==> config.mk <==
export PLATFORM = sky130hd
export DESIGN_NAME = pwrup_vec_selftest
export DESIGN_NICKNAME = d
export VERILOG_FILES = /design/src/rtl/pvst_pkg.sv /design/src/rtl/pvst_rst_sync.sv /design/src/rtl/pvst_stage.sv /design/src/rtl/pwrup_vec_selftest.sv
export SDC_FILE = /design/constraint.sdc
export NUM_CORES = 1
export LEC_CHECK = 0
export ABC_AREA = 1
export BUFFER_PORTS_ARGS = -buffer_cell sky130_fd_sc_hd__buf_2
export CORE_ASPECT_RATIO = 0.9
export CORE_UTILIZATION = 29
export CTS_BUF_LIST = sky130_fd_sc_hd__clkbuf_4
export CTS_CLUSTER_DIAMETER = 60
export DETAILED_ROUTE_END_ITERATION = 8
export SLEW_MARGIN = 40
export SYNTH_ARGS = -nofsm -noshare
export SYNTH_HDL_FRONTEND = slang
export SYNTH_SLANG_ARGS = --single-unit
==> constraint.sdc <==
create_clock -name clk -period 13.04 [get_ports clk]
set_input_delay 0 -clock clk [delete_from_list [all_inputs] [get_ports clk]]
set_output_delay 0 -clock clk [all_outputs]
set_load 0.02 [all_outputs]
==> src/rtl/pvst_pkg.sv <==
package pvst_pkg;
  localparam int unsigned WORD_W = 16;

  typedef enum logic [2:0] {
    ST_HDR    = 3'd0,
    ST_LDIN   = 3'd1,
    ST_LDEXP  = 3'd2,
    ST_APPLY  = 3'd3,
    ST_SETTLE = 3'd4,
    ST_PASS   = 3'd5,
    ST_FAIL   = 3'd6
  } seq_state_t;
endpackage

==> src/rtl/pvst_rst_sync.sv <==
module pvst_rst_sync (
  input  logic clk,
  input  logic rst_ni,
  output logic rst_sync_no
);
  logic [1:0] sync_q;

  always_ff @(posedge clk or negedge rst_ni) begin
    if (!rst_ni) sync_q <= 2'b00;
    else         sync_q <= {sync_q[0], 1'b1};
  end

  assign rst_sync_no = sync_q[1];
endmodule

==> src/rtl/pvst_stage.sv <==
module pvst_stage #(
  parameter int unsigned IN_W  = 48,
  parameter int unsigned WORDS = (IN_W + 15) / 16,
  parameter int unsigned SEL_W = 2
) (
  input  logic             clk,
  input  logic             rst_n,
  input  logic             wr_en,
  input  logic [SEL_W-1:0] wr_sel,
  input  logic [15:0]      wr_data,
  input  logic             xfer,
  output logic [IN_W-1:0]  drive_o
);
  localparam int unsigned PAD_W = WORDS * 16;

  logic [PAD_W-1:0] shadow_q;

  // one 16-bit lane per storage word
  for (genvar w = 0; w < WORDS; w++) begin : g_lane
    always_ff @(posedge clk or negedge rst_n) begin
      if (!rst_n) begin
        shadow_q[w*16 +: 16] <= '0;
      end else if (wr_en && (wr_sel == SEL_W'(w))) begin
        shadow_q[w*16 +: 16] <= wr_data;
      end
    end
  end

  // output register: every bit loads on the same edge
  always_ff @(posedge clk or negedge rst_n) begin
    if (!rst_n)    drive_o <= '0;
    else if (xfer) drive_o <= shadow_q[IN_W-1:0];
  end

  // drive only moves on the cycle after a transfer request
  p_drive_atomic_r4: assert property (@(posedge clk) disable iff (!rst_n)
    !$stable(drive_o) |-> $past(xfer));
endmodule

==> src/rtl/pwrup_vec_selftest.sv <==
module pwrup_vec_selftest #(
  parameter int unsigned IN_W     = 48,
  parameter int unsigned OUT_W    = 16,
  parameter int unsigned ADDR_W   = 17,
  parameter int unsigned SETTLE_W = 8
) (
  input  logic                clk,
  input  logic                rst_n,
  input  logic [SETTLE_W-1:0] settle_cycles,
  output logic [ADDR_W-1:0]   mem_addr,
  output logic                mem_rd_req,
  input  logic                mem_rd_valid,
  input  logic [15:0]         mem_rd_data,
  input  logic [IN_W-1:0]     app_in,
  output logic [IN_W-1:0]     lut_in,
  input  logic [OUT_W-1:0]    lut_resp,
  output logic                test_mode,
  output logic                test_pass,
  output logic                test_fail,
  output logic [15:0]         fail_index
);
  import pvst_pkg::*;

  localparam int unsigned IN_WORDS  = (IN_W + WORD_W - 1) / WORD_W;
  localparam int unsigned OUT_WORDS = (OUT_W + WORD_W - 1) / WORD_W;
  localparam int unsigned MAX_WORDS = (IN_WORDS > OUT_WORDS) ? IN_WORDS : OUT_WORDS;
  localparam int unsigned SEL_W     = (MAX_WORDS > 1) ? $clog2(MAX_WORDS) : 1;
  localparam int unsigned EXP_W     = OUT_WORDS * WORD_W;

  logic rst_sn;

  pvst_rst_sync u_rst (
    .clk        (clk),
    .rst_ni     (rst_n),
    .rst_sync_no(rst_sn)
  );

  seq_state_t           state_q, state_d;
  logic [ADDR_W-1:0]    addr_q, addr_d;
  logic                 req_q, req_d;
  logic [SEL_W-1:0]     wcnt_q, wcnt_d;
  logic [15:0]          nvec_q, nvec_d;
  logic [15:0]          vidx_q, vidx_d;
  logic [SETTLE_W-1:0]  settle_q, settle_d;
  logic [EXP_W-1:0]     exp_q;
  logic [IN_W-1:0]      drive;
  logic                 accept, fetching, resp_match;

  assign accept     = req_q & mem_rd_valid;
  assign fetching   = (state_q == ST_HDR) || (state_q == ST_LDIN) || (state_q == ST_LDEXP);
  assign resp_match = (exp_q[OUT_W-1:0] == lut_resp);

  pvst_stage #(
    .IN_W (IN_W),
    .WORDS(IN_WORDS),
    .SEL_W(SEL_W)
  ) u_stage (
    .clk    (clk),
    .rst_n  (rst_sn),
    .wr_en  (accept && (state_q == ST_LDIN)),
    .wr_sel (wcnt_q),
    .wr_data(mem_rd_data),
    .xfer   (state_q == ST_APPLY),
    .drive_o(drive)
  );

  // next-state logic
  always_comb begin
    state_d  = state_q;
    addr_d   = accept ? addr_q + ADDR_W'(1) : addr_q;
    req_d    = fetching && !accept;
    wcnt_d   = wcnt_q;
    nvec_d   = nvec_q;
    vidx_d   = vidx_q;
    settle_d = settle_q;
    unique case (state_q)
      ST_HDR: if (accept) begin
        nvec_d  = mem_rd_data;
        state_d = (mem_rd_data == 16'd0) ? ST_PASS : ST_LDIN;
      end
      ST_LDIN: if (accept) begin
        if (wcnt_q == SEL_W'(IN_WORDS - 1)) begin
          wcnt_d  = '0;
          state_d = ST_LDEXP;
        end else begin
          wcnt_d = wcnt_q + SEL_W'(1);
        end
      end
      ST_LDEXP: if (accept) begin
        if (wcnt_q == SEL_W'(OUT_WORDS - 1)) begin
          wcnt_d  = '0;
          state_d = ST_APPLY;
        end else begin
          wcnt_d = wcnt_q + SEL_W'(1);
        end
      end
      ST_APPLY: begin
        settle_d = settle_cycles;
        state_d  = ST_SETTLE;
      end
      ST_SETTLE: begin
        if (settle_q != '0) begin
          settle_d = settle_q - SETTLE_W'(1);
        end else if (!resp_match) begin
          state_d = ST_FAIL;
        end else begin
          vidx_d  = vidx_q + 16'd1;
          state_d = (vidx_q + 16'd1 == nvec_q) ? ST_PASS : ST_LDIN;
        end
      end
      default: ;
    endcase
  end

  // state registers
  always_ff @(posedge clk or negedge rst_sn) begin
    if (!rst_sn) begin
      state_q  <= ST_HDR;
      addr_q   <= '0;
      req_q    <= 1'b0;
      wcnt_q   <= '0;
      nvec_q   <= '0;
      vidx_q   <= '0;
      settle_q <= '0;
    end else begin
      state_q  <= state_d;
      addr_q   <= addr_d;
      req_q    <= req_d;
      wcnt_q   <= wcnt_d;
      nvec_q   <= nvec_d;
      vidx_q   <= vidx_d;
      settle_q <= settle_d;
    end
  end

  // expected-response register, written one word at a time
  always_ff @(posedge clk or negedge rst_sn) begin
    if (!rst_sn) begin
      exp_q <= '0;
    end else if (accept && (state_q == ST_LDEXP)) begin
      exp_q[wcnt_q*WORD_W +: WORD_W] <= mem_rd_data;
    end
  end

  assign mem_addr   = addr_q;
  assign mem_rd_req = req_q;
  assign test_mode  = (state_q != ST_PASS);
  assign test_pass  = (state_q == ST_PASS);
  assign test_fail  = (state_q == ST_FAIL);
  assign fail_index = test_fail ? vidx_q : 16'd0;
  assign lut_in     = test_mode ? drive : app_in;

  // a request is held with a stable address until it is answered
  p_req_hold_r3: assert property (@(posedge clk) disable iff (!rst_sn)
    (mem_rd_req && !mem_rd_valid) |=> (mem_rd_req && $stable(mem_addr)));

  // fail is sticky, holds its index and issues no further reads
  p_fail_sticky_r7: assert property (@(posedge clk) disable iff (!rst_sn)
    test_fail |=> (test_fail && $stable(fail_index) && !mem_rd_req));

  // the functional path is released only after pass
  p_release_pass_r6: assert property (@(posedge clk) disable iff (!rst_sn)
    !test_mode |-> test_pass);

  // pass and fail are mutually exclusive
  p_excl_r9: assert property (@(posedge clk) disable iff (!rst_sn)
    !(test_pass && test_fail));
endmodule

==> results.py <==
metrics = {
    "status": {
        "status": "finished clean",
    },
    "critical_path": {
        "critPathCaptureType": "output port",
        "endpoint": "lut_in[1]",
        "start_kind": "register",
        "arrival_ns": 3.23,
        "crit_type": "register to output port",
        "r2r-end": "vidx_q[2]$_DFFE_PN0P_",
        "cp_max_fo": 49,
        "r2r-start": "exp_q[8]$_DFFE_PN0P_",
        "required_ns": 13.04,
        "startpoint": "state_q[0]$_DFFE_PN0P_",
        "worst-r2r-setup-slack_ns": 10.67,
        "reg2reg_depth": 9,
    },
    "detailed_routing": {
        "wl_per_cell_um": 13.8,
        "routed-via-count": 7718,
        "wl_mm": 23.8,
        "viasPerCell": 4.48,
        "drt_iter0_drc": 457,
        "route.detailed.drc": 0,
        "dr.pass1.iters": 5,
        "ant_nets": 0,
    },
    "synthesis": {
        "syn_inst": 1127,
        "postSynthRegisterBits": 177,
        "syn_nets": 1225,
        "yosysSeqAreaShare_pct": 51.0,
        "synth_area_per_cell_um2": 7.70,
        "syn_area_um2": 8680,
        "ys_types": 36,
        "ys_warn_count": 0,
    },
    "timing": {
        "rsz0062_at_grt": "no",
        "worst_pin_slew_ns": 0.720,
        "period_minus_slack_ns": 3.23,
        "fmax_mhz": 309,
        "fin_skew_ns": 0.0296,
        "final_max_slew_viol_count": 0,
        "finalHoldViolCount": 0,
        "setup-violations-final": 0,
        "layout_setup_ws_ns": 9.81,
        "maxSlewHeadroom_pct": 51.9,
        "final.period_utilization_pct": 24.8,
        "tns_ns": 0,
        "hold_ws_ns": 0.0212,
    },
    "clock_tree": {
        "clock_sinks": 177,
        "worstSkewPairLatency_ns": 0.57,
        "h-tree-depth": 4,
        "clk_pin_slew_ns": 0.16,
        "post_cts_buffers": 0,
        "clock_path_buffers": 2,
        "cts_buffers": 17,
        "tritoncts": "done",
        "cts_root_buffer": "clkbuf_4",
    },
    "finish": {
        "fin_nets": 1412,
        "fin_area_um2": 10600,
        "drive_gt1_share_pct": 19.6,
        "area.growth.synth_to_final_pct": 22.5,
        "final_core_util_pct": 36.5,
    },
    "floorplan": {
        "dieHeight_um": 166,
        "start_util_pct": 29.8,
        "rows": 59,
        "chipWidth_um": 184,
        "io-pin-count": 176,
        "dieArea_um2": 30600,
        "coreArea_um2": 29200,
    },
    "placement": {
        "io_buffers": 175,
        "hpwl_mm": 16.9,
        "routabilityCongestion": 0.802,
        "dpl_cell_area_um2": 9970,
        "post-place-ws_ns": 10.65,
    },
    "global_routing": {
        "track_usage_pct": 15.8,
        "grt_max_degree": 74,
        "antenna_found_initial": 3,
        "grt_pass1_wl_mm": 37.7,
        "grt_pass1_vias": 7198,
        "overflow": 0,
    },
    "power_and_ir_drop": {
        "p_leak_nw": 5.58,
        "p_per_area_nw_per_um2": 190,
        "ir_drop_mv": 0.106,
    },
    "run": {
        "maxCapViolCount": 0,
    },
    "min_path": {
        "hp-class": "primary input to register",
    },
}
-- synth_stat cells (all sizes together) --
cell	number	area, um2
o22ai	2	12.5
xor2	10	87.6
nor4	5	31.3
ha	7	87.6
buf	11	57.6
clkbuf	31	116
conb	1	3.75
nor2	79	349
a31oi	3	18.8
nor3b	1	12.5
clkinv	1	3.75
inv	82	308
and3	1	6.26
xnor2	19	166
nand3b	4	30.0
nor3	9	66.3
o21ai	103	515
dfrtp	177	4430
o211ai	1	7.51
or2	5	31.3
o21a	1	7.51
nand3	56	295
nand4	14	87.6
nand2	481	1810
a21oi	22	110
xnor3	1	22.5
-- power breakdown --
part,switching (W),internal [W]
registers,0.000131,0.000737
logic,0.000522,0.000275
clock network,0.000229,0.000128
total,0.000882,0.00114
-- critical path: stages (launching register included) --
cell	delay, ns
dfrtp_1	0.43
inv_2	0.08
nor2_1	0.36
inv_2	0.08
nor2_4	0.49
clkinv_2	0.72
nand2_1	0.24
nand2_1	0.09
buf_2	0.17
-- sequential cells by signal, indices dropped and copies added (netlist names), 3 cells and up --
register	cells
nvec_q	16
exp_q	16
mem_addr	17
state_q	3
settle_q	8
u_stage.drive_o	48
vidx_q	16
u_stage.shadow_q	48
-- kinds of logic (layout without fill, tap and decap cells) --
group / Yosys count / in the layout / share of synthesized area (%)
compound gates: 132 / 132 / 7.74
xor+xnor: 30 / 30 / 3.19
fa+ha+maj: 7 / 7 / 1.01
buf+inv: 125 / 325 / 5.59
flops: 177 / 177 / 51.0
other cells: 1 / 2 / 0.0432
simple gates: 655 / 655 / 31.4
-- layout make-up --
type	instances	area, um2
antenna	1	2.50
clock buffer	17	128
clock inverter	15	215
fill	3163	18500
inverter	83	315
multi-input combinational	825	3800
sequential	177	4430
tap	396	495
timing repair buffer	210	1250
-- cell usage in the layout, fill, tap and decap left out, types with 5 or more instances in the layout --
| cell | n |
|---|---|
| a21oi_1 | 22 |
| buf_2 | 175 |
| clkbuf_4 | 17 |
| dfrtp_1 | 176 |
| dlygate4sd3_1 | 29 |
| ha_1 | 7 |
| inv_1 | 67 |
| inv_2 | 13 |
| inv_8 | 5 |
| nand2_1 | 477 |
| nand3_1 | 50 |
| nand3_2 | 6 |
| nand4_1 | 14 |
| nor2_1 | 66 |
| nor2_2 | 7 |
| nor2_4 | 6 |
| nor3_1 | 6 |
| nor4_1 | 5 |
| o21ai_0 | 88 |
| o21ai_1 | 15 |
| xnor2_1 | 19 |
| xor2_1 | 10 |
-- how the worst min path moves through the flow --
stage                                endpoint  cells after the start  slack (ns)         from
finish                 state_q[1]$_DFFE_PN0P_                      7        0.02  lut_resp[2]
global route           state_q[2]$_DFFE_PN0P_                      9        0.02  lut_resp[5]
CTS                    state_q[1]$_DFFE_PN0P_                      7       0.004  lut_resp[2]
detailed placement  u_rst.sync_q[0]$_DFF_PN0_                      1       -0.21        rst_n
global placement    u_rst.sync_q[0]$_DFF_PN0_                      1       -0.21        rst_n
floorplan           u_rst.sync_q[0]$_DFF_PN0_                      0       -0.30        rst_n
-- layer usage --
layer / vias to the layer above / track usage, % / wire (um)
li1: 3930 / - / -
met1: 3594 / 21.0 / 11000
met2: 174 / 26.3 / 11300
met3: 16 / 3.84 / 1330
met4: 4 / 2.46 / 195
met5: - / 0 / 23
-- timing repair --
item | 4_1_cts | 5_1_grt
hold endpoints to repair | 101 | 0
hold buffers | 29 | 0
resized for setup | 0 | 0
-- metrics by stage --
stage / total power, W / instances
after global placement: 0.00165 / 1660
final: 0.00202 / 1724
after floorplan: 0.00142 / 1127
after global routing: 0.00219 / 1724
after detailed placement: 0.00168 / 1661
after CTS: 0.00205 / 1722
Note: power is estimated with default switching activity, not from simulation.
